===== src/rtl/smbreg_pkg.sv =====
package smbreg_pkg;

    localparam int REG_W = 8;

    typedef enum logic [3:0] {
        S_IDLE,
        S_ADDR,
        S_ACK_ADDR,
        S_CMD,
        S_ACK_CMD,
        S_WR_COUNT,
        S_ACK_COUNT,
        S_WR_DATA,
        S_ACK_DATA,
        S_RD_BYTE,
        S_RD_ACK,
        S_IGNORE
    } fsm_state_t;

    // Power-up contents per offset
    function automatic logic [REG_W-1:0] reg_default(input int idx);
        case (idx)
            0:       reg_default = 8'h07;
            1:       reg_default = 8'hFF;
            4:       reg_default = 8'h08;
            default: reg_default = 8'h00;
        endcase
    endfunction

    // Bits a host may change per offset (reserved and read-only bits are 0)
    function automatic logic [REG_W-1:0] reg_wmask(input int idx);
        case (idx)
            0:       reg_wmask = 8'hC7;
            1, 2:    reg_wmask = 8'hFF;
            default: reg_wmask = 8'h00;
        endcase
    endfunction

endpackage


===== src/rtl/smbreg_sync.sv =====
module smbreg_sync #(
    parameter int   STAGES    = 2,
    parameter logic RESET_VAL = 1'b1
) (
    input  logic clk,
    input  logic rst_n,
    input  logic d,
    output logic q
);
    logic [STAGES-1:0] pipe;

    always_ff @(posedge clk or negedge rst_n) begin
        if (!rst_n) pipe <= {STAGES{RESET_VAL}};
        else        pipe <= {pipe[STAGES-2:0], d};
    end

    assign q = pipe[STAGES-1];
endmodule


===== src/rtl/smbreg_bank.sv =====
module smbreg_bank
    import smbreg_pkg::*;
#(
    parameter int NUM_REGS = 6,
    parameter int IDX_W    = 7
) (
    input  logic                      clk,
    input  logic                      rst_n,
    input  logic                      wr_en,
    input  logic [IDX_W-1:0]          wr_idx,
    input  logic [REG_W-1:0]          wr_data,
    input  logic [IDX_W-1:0]          rd_idx,
    output logic [REG_W-1:0]          rd_data,
    output logic [NUM_REGS*REG_W-1:0] regs_flat
);
    logic [REG_W-1:0] regs [NUM_REGS];

    for (genvar g = 0; g < NUM_REGS; g++) begin : g_reg
        always_ff @(posedge clk or negedge rst_n) begin
            if (!rst_n)
                regs[g] <= reg_default(g);
            else if (wr_en && (wr_idx == IDX_W'(g)))
                regs[g] <= (wr_data & reg_wmask(g)) | (reg_default(g) & ~reg_wmask(g));
        end
        assign regs_flat[g*REG_W +: REG_W] = regs[g];
    end

    // Offsets past the last register read as zero
    always_comb begin
        rd_data = '0;
        for (int i = 0; i < NUM_REGS; i++) begin
            if (rd_idx == IDX_W'(i)) rd_data = regs[i];
        end
    end
endmodule


===== src/rtl/smbreg_fsm.sv =====
module smbreg_fsm
    import smbreg_pkg::*;
#(
    parameter logic [6:0] DEV_ADDR = 7'h6E,
    parameter int         NUM_REGS = 6,
    parameter int         IDX_W    = 7
) (
    input  logic             clk,
    input  logic             rst_n,
    input  logic             scl_q,
    input  logic             sda_q,
    input  logic [REG_W-1:0] rd_data,
    output logic [IDX_W-1:0] ptr,
    output logic             wr_en,
    output logic [REG_W-1:0] wr_data,
    output logic             sda_oe,
    output logic             idle
);
    localparam logic [REG_W-1:0] BLK_COUNT = REG_W'(NUM_REGS);
    localparam logic [IDX_W-1:0] PTR_MAX   = {IDX_W{1'b1}};

    fsm_state_t       state, state_n;
    logic [2:0]       bitcnt, bitcnt_n;
    logic [REG_W-1:0] shreg, shreg_n, tx, tx_n;
    logic [IDX_W-1:0] ptr_n;
    logic             bit_hold, bit_hold_n, bit_valid, bit_valid_n;
    logic             is_read, is_read_n, cnt_pend, cnt_pend_n, sda_oe_n;
    logic             scl_prev, sda_prev;
    logic             rise_ev, fall_ev, start_ev, stop_ev;
    logic [REG_W-1:0] byte_in;
    logic [IDX_W-1:0] ptr_inc;

    assign rise_ev  =  scl_q & ~scl_prev;
    assign fall_ev  = ~scl_q &  scl_prev;
    assign start_ev =  scl_q &  scl_prev &  sda_prev & ~sda_q;
    assign stop_ev  =  scl_q &  scl_prev & ~sda_prev &  sda_q;
    assign byte_in  = {shreg[REG_W-2:0], bit_hold};
    assign ptr_inc  = (ptr == PTR_MAX) ? ptr : ptr + 1'b1;

    // State and datapath register
    always_ff @(posedge clk or negedge rst_n) begin
        if (!rst_n) begin
            state     <= S_IDLE;
            bitcnt    <= '0;
            shreg     <= '0;
            tx        <= '0;
            ptr       <= '0;
            bit_hold  <= 1'b1;
            bit_valid <= 1'b0;
            is_read   <= 1'b0;
            cnt_pend  <= 1'b0;
            sda_oe    <= 1'b0;
            scl_prev  <= 1'b1;
            sda_prev  <= 1'b1;
        end else begin
            state     <= state_n;
            bitcnt    <= bitcnt_n;
            shreg     <= shreg_n;
            tx        <= tx_n;
            ptr       <= ptr_n;
            bit_hold  <= bit_hold_n;
            bit_valid <= bit_valid_n;
            is_read   <= is_read_n;
            cnt_pend  <= cnt_pend_n;
            sda_oe    <= sda_oe_n;
            scl_prev  <= scl_q;
            sda_prev  <= sda_q;
        end
    end

    // Next-state and output decode
    always_comb begin
        state_n     = state;
        bitcnt_n    = bitcnt;
        shreg_n     = shreg;
        tx_n        = tx;
        ptr_n       = ptr;
        bit_hold_n  = bit_hold;
        bit_valid_n = bit_valid;
        is_read_n   = is_read;
        cnt_pend_n  = cnt_pend;
        sda_oe_n    = sda_oe;
        wr_en       = 1'b0;
        wr_data     = byte_in;

        if (stop_ev) begin
            state_n     = S_IDLE;
            bitcnt_n    = '0;
            bit_valid_n = 1'b0;
            sda_oe_n    = 1'b0;
        end else if (start_ev) begin
            bit_valid_n = 1'b0;
            sda_oe_n    = 1'b0;
            state_n     = (bitcnt == 3'd0) ? S_ADDR : S_IDLE;
            bitcnt_n    = '0;
        end else if (rise_ev) begin
            bit_hold_n  = sda_q;
            bit_valid_n = 1'b1;
        end else if (fall_ev && bit_valid) begin
            bit_valid_n = 1'b0;
            unique case (state)
                S_IDLE, S_IGNORE: begin
                end
                S_ADDR, S_CMD, S_WR_COUNT, S_WR_DATA: begin
                    shreg_n = byte_in;
                    if (bitcnt != 3'd7) begin
                        bitcnt_n = bitcnt + 3'd1;
                    end else begin
                        bitcnt_n = '0;
                        sda_oe_n = 1'b1;
                        unique case (state)
                            S_ADDR: begin
                                if (byte_in[7:1] == DEV_ADDR) begin
                                    is_read_n = byte_in[0];
                                    state_n   = S_ACK_ADDR;
                                end else begin
                                    sda_oe_n  = 1'b0;
                                    state_n   = S_IGNORE;
                                end
                            end
                            S_CMD: begin
                                cnt_pend_n = ~byte_in[7];
                                ptr_n      = byte_in[7] ? byte_in[IDX_W-1:0] : '0;
                                state_n    = S_ACK_CMD;
                            end
                            S_WR_COUNT: state_n = S_ACK_COUNT;
                            default: begin
                                wr_en   = 1'b1;
                                ptr_n   = ptr_inc;
                                state_n = S_ACK_DATA;
                            end
                        endcase
                    end
                end
                S_ACK_ADDR: begin
                    if (is_read) begin
                        if (cnt_pend) begin
                            tx_n       = BLK_COUNT;
                            cnt_pend_n = 1'b0;
                        end else begin
                            tx_n  = rd_data;
                            ptr_n = ptr_inc;
                        end
                        sda_oe_n = ~tx_n[7];
                        state_n  = S_RD_BYTE;
                    end else begin
                        sda_oe_n = 1'b0;
                        state_n  = S_CMD;
                    end
                end
                S_ACK_CMD: begin
                    sda_oe_n = 1'b0;
                    state_n  = cnt_pend ? S_WR_COUNT : S_WR_DATA;
                end
                S_ACK_COUNT, S_ACK_DATA: begin
                    sda_oe_n = 1'b0;
                    state_n  = S_WR_DATA;
                end
                S_RD_BYTE: begin
                    if (bitcnt == 3'd7) begin
                        bitcnt_n = '0;
                        sda_oe_n = 1'b0;
                        state_n  = S_RD_ACK;
                    end else begin
                        bitcnt_n = bitcnt + 3'd1;
                        tx_n     = tx << 1;
                        sda_oe_n = ~tx[6];
                    end
                end
                S_RD_ACK: begin
                    if (!bit_hold) begin
                        tx_n     = rd_data;
                        ptr_n    = ptr_inc;
                        sda_oe_n = ~rd_data[7];
                        state_n  = S_RD_BYTE;
                    end else begin
                        state_n  = S_IGNORE;
                    end
                end
            endcase
        end
    end

    assign idle = (state == S_IDLE);
endmodule


===== src/rtl/smbreg_target.sv =====
module smbreg_target
    import smbreg_pkg::*;
#(
    parameter logic [6:0] DEV_ADDR    = 7'h6E,
    parameter int         NUM_REGS    = 6,
    parameter int         SYNC_STAGES = 2
) (
    input  logic       clk,
    input  logic       rst_n,
    input  logic       scl_in,
    input  logic       sda_in,
    output logic       sda_oe,
    output logic       pwrdn_float,
    output logic       halt_float,
    output logic       low_bw,
    output logic       pll_mode,
    output logic       full_rate,
    output logic [7:0] out_enable,
    output logic [7:0] stop_mask
);
    localparam int IDX_W = 7;

    logic                      scl_q, sda_q, wr_en, fsm_idle;
    logic [IDX_W-1:0]          ptr;
    logic [REG_W-1:0]          wr_data, rd_data;
    logic [NUM_REGS*REG_W-1:0] regs_flat;

    smbreg_sync #(.STAGES(SYNC_STAGES), .RESET_VAL(1'b1)) u_scl_sync (
        .clk(clk), .rst_n(rst_n), .d(scl_in), .q(scl_q)
    );
    smbreg_sync #(.STAGES(SYNC_STAGES), .RESET_VAL(1'b1)) u_sda_sync (
        .clk(clk), .rst_n(rst_n), .d(sda_in), .q(sda_q)
    );

    smbreg_fsm #(.DEV_ADDR(DEV_ADDR), .NUM_REGS(NUM_REGS), .IDX_W(IDX_W)) u_fsm (
        .clk(clk), .rst_n(rst_n), .scl_q(scl_q), .sda_q(sda_q),
        .rd_data(rd_data), .ptr(ptr), .wr_en(wr_en), .wr_data(wr_data),
        .sda_oe(sda_oe), .idle(fsm_idle)
    );

    smbreg_bank #(.NUM_REGS(NUM_REGS), .IDX_W(IDX_W)) u_bank (
        .clk(clk), .rst_n(rst_n), .wr_en(wr_en), .wr_idx(ptr),
        .wr_data(wr_data), .rd_idx(ptr), .rd_data(rd_data),
        .regs_flat(regs_flat)
    );

    assign pwrdn_float = regs_flat[7];
    assign halt_float  = regs_flat[6];
    assign low_bw      = regs_flat[2];
    assign pll_mode    = regs_flat[1];
    assign full_rate   = regs_flat[0];
    assign out_enable  = regs_flat[15:8];
    assign stop_mask   = regs_flat[23:16];
endmodule


===== config.mk =====
export PLATFORM = sky130hd
export DESIGN_NAME = smbreg_target
export DESIGN_NICKNAME = d
export VERILOG_FILES = /design/src/rtl/smbreg_pkg.sv /design/src/rtl/smbreg_sync.sv /design/src/rtl/smbreg_bank.sv /design/src/rtl/smbreg_fsm.sv /design/src/rtl/smbreg_target.sv
export SDC_FILE = /design/constraint.sdc
export NUM_CORES = 1
export LEC_CHECK = 0
export ABC_AREA = 1
export BUFFER_PORTS_ARGS = -buffer_cell sky130_fd_sc_hd__buf_2
export CELL_PAD_IN_SITES_DETAIL_PLACEMENT = 1
export CELL_PAD_IN_SITES_GLOBAL_PLACEMENT = 2
export CORE_MARGIN = 2
export CORE_UTILIZATION = 32
export CTS_BUF_LIST = sky130_fd_sc_hd__clkbuf_4 sky130_fd_sc_hd__clkbuf_8 sky130_fd_sc_hd__clkbuf_16
export DETAILED_ROUTE_END_ITERATION = 12
export PLACE_DENSITY = 0.83
export SLEW_MARGIN = 20
export SYNTH_ARGS = -nofsm -noshare
export SYNTH_HDL_FRONTEND = slang
export SYNTH_SLANG_ARGS = --single-unit

===== constraint.sdc =====
create_clock -name clk -period 1.85 [get_ports clk]
set_input_delay 0.0925 -clock clk [delete_from_list [all_inputs] [get_ports clk]]
set_output_delay 0.0925 -clock clk [all_outputs]
set_load 0.01 [all_outputs]

After elaboration in Yosys (flattened, before gate mapping)
Index checks and enable logic that the tools add are counted.

Eq/ne operators: 30. Bitwise logic cells: 19. Multiplexer cells: 71. Add/subtract/negate cells: 2. Reduce and logical (&&, ||, !) cells: 28.

Operators with widths (number): $mux 8 (13); $mux 7 (9); $pmux 7 s3 (2); $mux 4 (8); $mux 1 (25); $pmux 4 s6 (1); $reduce_and 8->1 (3); $mux 3 (6); $eq 4x3->1 const B (4); $reduce_and 5->1 (3); $eq 7x2->1 const B (2); $eq 7x3->1 const B (2); $eq 7x7->1 const B (2); $pmux 7 s2 (1); $eq 4x4->1 const B (3); $not 1->1 (12); $pmux 4 s3 (1); $ne 2x2->1 const B (5); $reduce_and 10->1 (1); $reduce_bool 3->1 (3); $eq 4x2->1 const B (2); $reduce_bool 4->1 (2); $reduce_bool 8->1 (1); $add 7x1->7 const B (1); other kinds (23) (38).

Register bits after elaboration: 60. Logic and storage cells: 167.

Logic depth before layout (Yosys ltp)
Depth in word-level cells: 21. Mapped depth: 12. Depth with buffers taken out: 12.

Hierarchy
Synthesis repeated with hierarchy kept, for this count alone.

Cells, all modules: 519. Area, all modules: 3759.9 um^2.

Modules (own cells, without submodules): smbreg_fsm (cells an instance 325, area each 2259.7 um^2, times used 1); smbreg_bank (cells an instance 190, area each 1395.1 um^2, times used 1); smbreg_sync (cells an instance 2, area each 52.6 um^2, times used 2).

Worst setup path before layout
Ideal clock, no wire load.

Kind: reg2reg. From: register u_fsm.scl_prev. To: register u_bank.regs (netlist bit u_bank.regs_flat[23]). Path slack: 134 ps. Stages on the path, launching flop included: 9. Path buffers: 1. Arrival time: 1589 ps. Clock period less this slack: 1716 ps. Cells stage by stage: dfstp_2 -> inv_1 -> nor3_2 -> inv_1 -> nor4_4 -> nand2_2 -> buf_4 -> nand2_1 -> o21ai_1.

Longest elaborated chain between the ends: 7. Elaborated cells between the ends (all ways): 14.

Ends and longest elaborated chain: start: declaration (RTL line smbreg_fsm.sv:28) `logic scl_prev, sda_prev;`; start signal: assignment (RTL line smbreg_fsm.sv:66) `scl_prev <= scl_q;`; $and 1x1->1 (RTL line smbreg_fsm.sv:34) `assign fall_ev = ~scl_q & scl_prev;`; $logic_and 1x1->1 (RTL line smbreg_fsm.sv:99) `end else if (fall_ev && bit_valid) begin`; $mux 1 (RTL line smbreg_fsm.sv:99); $mux 1 (RTL line smbreg_fsm.sv:96) `end else if (rise_ev) begin`; $mux 1 (RTL line smbreg_fsm.sv:91) `end else if (start_ev) begin`; $mux 1 * (RTL line smbreg_fsm.sv:86) `if (stop_ev) begin`; $logic_and 1x1->1 * (RTL line smbreg_bank.sv:22) `else if (wr_en && (wr_idx == IDX_W'(g)))`; end signal: indexed assignment (RTL line smbreg_bank.sv:21) `regs[g] <= reg_default(g);`; end signal: indexed assignment (RTL line smbreg_bank.sv:23) `regs[g] <= (wr_data & reg_wmask(g)) | (reg_default(g) & ~reg_wmask(g));`; end: declaration (RTL line smbreg_bank.sv:16) `logic [REG_W-1:0] regs [NUM_REGS];`.

Every way passes the cells marked *; elsewhere a longest branch is shown, timed or not. A chain may end at the register's enable or synchronous reset.

Worst setup path in the final report
From: register u_fsm.ptr[0]. To: register u_fsm.tx[5].

Longest elaborated chain between the ends: 15. Elaborated cells between the ends (all ways): 20.

Ends and longest elaborated chain: start: declaration (RTL line smbreg_fsm.sv:13) `output logic [IDX_W-1:0] ptr,`; start signal: assignment (RTL line smbreg_fsm.sv:60) `ptr <= ptr_n;`; $eq 7x1->1 (RTL line smbreg_bank.sv:32) `if (rd_idx == IDX_W'(i)) rd_data = regs[i];`; $mux 8 (4 in series) (RTL line smbreg_bank.sv:32); $mux 8 * (RTL line smbreg_bank.sv:32); $mux 8 (RTL line smbreg_fsm.sv:137) `if (cnt_pend) begin`; $mux 8 (RTL line smbreg_fsm.sv:136) `if (is_read) begin`; $mux 8 (RTL line smbreg_fsm.sv:101) `unique case (state)`; $mux 8 (RTL line smbreg_fsm.sv:99); $mux 8 (RTL line smbreg_fsm.sv:96); $mux 8 (RTL line smbreg_fsm.sv:91); $mux 8 (RTL line smbreg_fsm.sv:86); $mux 7 (RTL line smbreg_fsm.sv:136); $pmux 7 s3 * (RTL line smbreg_fsm.sv:101); end signal: assignment (RTL line smbreg_fsm.sv:59) `tx <= tx_n;`; end: declaration (RTL line smbreg_fsm.sv:24) `logic [REG_W-1:0] shreg, shreg_n, tx, tx_n;`.

Every way passes the cells marked *; elsewhere a longest branch is shown, timed or not. The select of a mux whose other input is x is not followed.

==> results by group <==
Critical path
  • Worst reg2reg setup slack: ~120 ps
  • Worst path required time: between 2000 and 2500 ps
  • Startpoint class of the critical path: register
  • Worst-path maximum fanout: 6
  • Crit-path slowest cell: dfrtp_2
  • CP Data Arrival Time: ~2000 ps
  • Worst path max stage delay: between 400 and 500 ps
  • CP Class: register to register
  • CP Capture Type: register
  • Crit path cell chain: ha_1 -> nor3b_1 -> nand2_1 -> nand3_4 -> nor2_4 -> inv_1 -> or2_0 -> a2bb2oi_1

GRT
  • Largest net degree at the start of global routing: just over 60
  • Initial antenna violation count: 0
  • Gr usage total: 0.191
  • Grt total ovfl: 0
  • Number of global-route vias before repair: 3316
  • Global-route wire length before repair: 16700 um

Timing
  • Final-report hold violation count: 0
  • Slew @ Worst Pin: ~450 ps
  • Final setup viols: 0
  • Slew headroom: 0.696
  • Setup ws final: between 100 and 150 ps
  • Final period utilization: 0.938
  • Fmax: 576 MHz
  • Fin crit period: 1730 ps
  • Max-slew violation count: 0
  • Setup TNS: 0 ps
  • Worst Skew: between 9 and 10 ps

Yosys
  • Syn_nets: roughly 450
  • Largest area contributor in the netlist: dfrtp_1
  • Fraction of the mapped netlist area in simple logic gates: 0.277
  • Synth top area share: 0.317
  • Mux cell area share after synthesis: 0
  • Ys Warns: 0
  • Syn avg cell area: 7.61 um^2
  • Register area share after synthesis: 0.460
  • Area contributors post-synth: dfrtp_1 32%, dfstp_2 14%, nand2_1 13%, o21ai_0 6.2%, inv_1 6.1%
  • Post-synth EDFFs: 0
  • Mapped cell area: roughly 3300 um^2
  • Ys async rst share: 1.00
  • Area share of xor/xnor cells in the synthesized design: 0.00794
  • Post-synthesis cell type count: 34
  • Compound-Gate Fraction of Synth Area: 0.155
  • Synth Area in Adders: 0.0265
  • Largest family of logic cells by synthesized area: simple AND/OR/NAND/NOR gates
  • Flops & latches, synth: 60
  • Syn Inst Count: between 400 and 500
  • Most used DFF post-synth: dfrtp_1

Clock tree
  • H-Tree Depth: 3
  • Worst skew pair latency: between 300 and 400 ps
  • Clock root cell: clkbuf_8
  • TritonCTS clock tree: built
  • TritonCTS Buffers: 9
  • CTS clk-pin slew, worst paths: 80 ps
  • Clk sink count: 60
  • Clk buf depth: 2

Place
  • Post-DP HPWL: between 7000 and 8000 um
  • Inst Count DP: ~600
  • IO buf count: 25
  • Post-Place Setup Slack: -112 ps
  • GPL Wtd Cong: 0.873

Drt
  • Via count: around 3200
  • DRC errors left: 0
  • Routed wl met3: 282 um
  • Pre-antenna DRT Iters: 5
  • WL/cell: between 15 and 20 um
  • Drt initial violations: 200
  • Via/cell ratio: between 4 and 5
  • DR WL met2: 5020 um
  • Final wirelength: roughly 10000 um
  • Max Used Layer: met4
  • M1 WL: ~4700 um
  • Remaining antenna violation count after routing: 0

Layout
  • Filler Cell Count: around 1200
  • Footprint of the multi-input gates: between 1500 and 2000 um^2
  • Nets@finish: ~510
  • Antenna diodes: 0
  • Register area: roughly 1500 um^2
  • Share of cells above drive strength 1: 0.283
  • Finished Layout Cells: ~640
  • Layout Area Growth over Synthesis: 27.0%

Die
  • Area of the die: 11200 um^2
  • Die Height: about 110 um
  • Die Wd: about 110 um
  • FP Rows: 37
  • Initial Util: 0.325
  • IO Pins: 26
  • Core area: just over 10000 um^2

Power
  • Logic pwr share: 0.381
  • Sw Share: 0.392
  • Clk pwr share: 0.279
  • Switching power: ~2 mW
  • Power, Total: 5.03 mW
  • Register share of total power: 0.340
  • Lkg Pwr: 2.03 nW
  • Maximum vdd ir drop: 0.352 mV
  • Internal power: slightly above 3 mW
  • PwrDens: approximately 1200 nW/um^2

Status
  • Status: finished, final reports clean

Worst hold path
  • Hold/Removal Path Class: input port to async pin

Flow run
  • Max-Cap Viols: 0
-- power groups by stage --
stage,Combinational (mW),Sequential [mW],Clock [mW]
2_1_floorplan,1.12,1.67,0
3_3_place_gp,1.72,1.70,0
3_5_place_dp,1.77,1.72,0
4_1_cts,1.79,1.69,1.43
5_1_grt,2.16,1.74,1.50
6_report,1.92,1.71,1.41
-- state kept, by name, summed over array words and instances, names as in the netlist --
register and cells:
u_bank.regs_flat 21, u_fsm.ptr 7, u_fsm.shreg 7, u_fsm.tx 7, u_fsm.state 4, u_fsm.bitcnt 3
u_scl_sync.pipe 2, u_sda_sync.pipe 2, u_fsm.bit_hold 1, u_fsm.bit_valid 1, u_fsm.cnt_pend 1, u_fsm.is_read 1
u_fsm.scl_prev 1, u_fsm.sda_oe 1, u_fsm.sda_prev 1
-- Yosys cell counts, types with 2 or more instances --
cell type	count
nand3_1	21
nor2_2	4
o211ai_1	2
inv_1	54
nor2_1	42
o21ai_1	9
o21ai_0	41
nor3_1	7
a31oi_1	4
nor2_4	2
clkbuf_1	3
dfstp_2	18
buf_4	2
nand2_2	2
o21ai_2	8
nand2_1	119
nand4_1	8
xor2_1	2
dfrtp_1	42
a21oi_1	21
ha_1	7
inv_2	4
a22oi_1	2
-- layer usage --
layer,up-vias,track usage
met4,0,0.0583
met1,1549,0.249
li1,1548,-
met3,11,0.0346
met5,-,0
met2,49,0.321
-- what timing repair did --
item / 4_1_cts / 5_1_grt
setup buffers: 1 / 3
pin swaps: 1 / 3
gates cloned: 0 / 1
endpoints found under the hold margin: 44 / 0
gates resized for setup: 4 / 33
setup endpoints to repair: 22 / 27
hold buffers: 3 / 0
-- cell usage in the layout, fill, tap and decap left out, types with 5 or more instances in the layout --
cell type  instances
a21oi_1           19
buf_2             25
buf_4             29
clkbuf_8          11
dfrtp_1           39
dfstp_2           18
ha_1               5
inv_1             50
inv_2              8
nand2_1          114
nand2_2            5
nand3_1           20
nand4_1            8
nor2_1            32
nor2_2            13
nor3_1             5
o21ai_0           40
o21ai_1           10
o21ai_2            8
-- layout make-up --
class / instances / area share
timing repair buffer: 59 / 0.0961
tap: 136 / 0.0405
sequential: 60 / 0.363
clock inverter: 5 / 0.0199
clock buffer: 11 / 0.0360
inverter: 58 / 0.0518
multi-input combinational: 313 / 0.392
-- path summary, 6_finish.rpt --
path,start,to,cells after the start
max reg2reg,u_fsm.ptr[0],u_fsm.tx[5],8
min reg2reg,u_sda_sync.pipe[0],u_sda_sync.pipe[1],0
min,rst_n,u_bank.regs_flat[7],3
max in group asynchronous,rst_n,u_scl_sync.pipe[1],3
max,u_fsm.ptr[0],u_fsm.tx[5],8
min in group clk,u_sda_sync.pipe[0],u_sda_sync.pipe[1],0
-- cell families after synthesis --
group,Yosys count
adders and majority gates,7
DFF,60
and+or+nand+nor,211
buffers and inverters,63
xor gates and xnor gates,3
AOI/OAI and AO/OA,91
-- metrics by stage --
stage          hold WS [ps]   util  instance area (um^2)
2_1_floorplan          -203      -                  3310
6_report                290  0.413                  4200
3_5_place_dp            139  0.373                  3790
3_3_place_gp            129  0.373                  3790
4_1_cts                 303  0.401                  4080
5_1_grt                 314  0.413                  4200
-- critical path: cells and delay by family (launching register included) --
kind / cells / cell delay (ps)
buffers and inverters: 1 / 60
AND/OR/NAND/NOR: 5 / 760
AO/OA/AOI/OAI: 1 / 130
flip-flops: 1 / 450
adder cells (fa/ha/maj): 1 / 260
No activity file was read; power rests on OpenSTA's default activity.
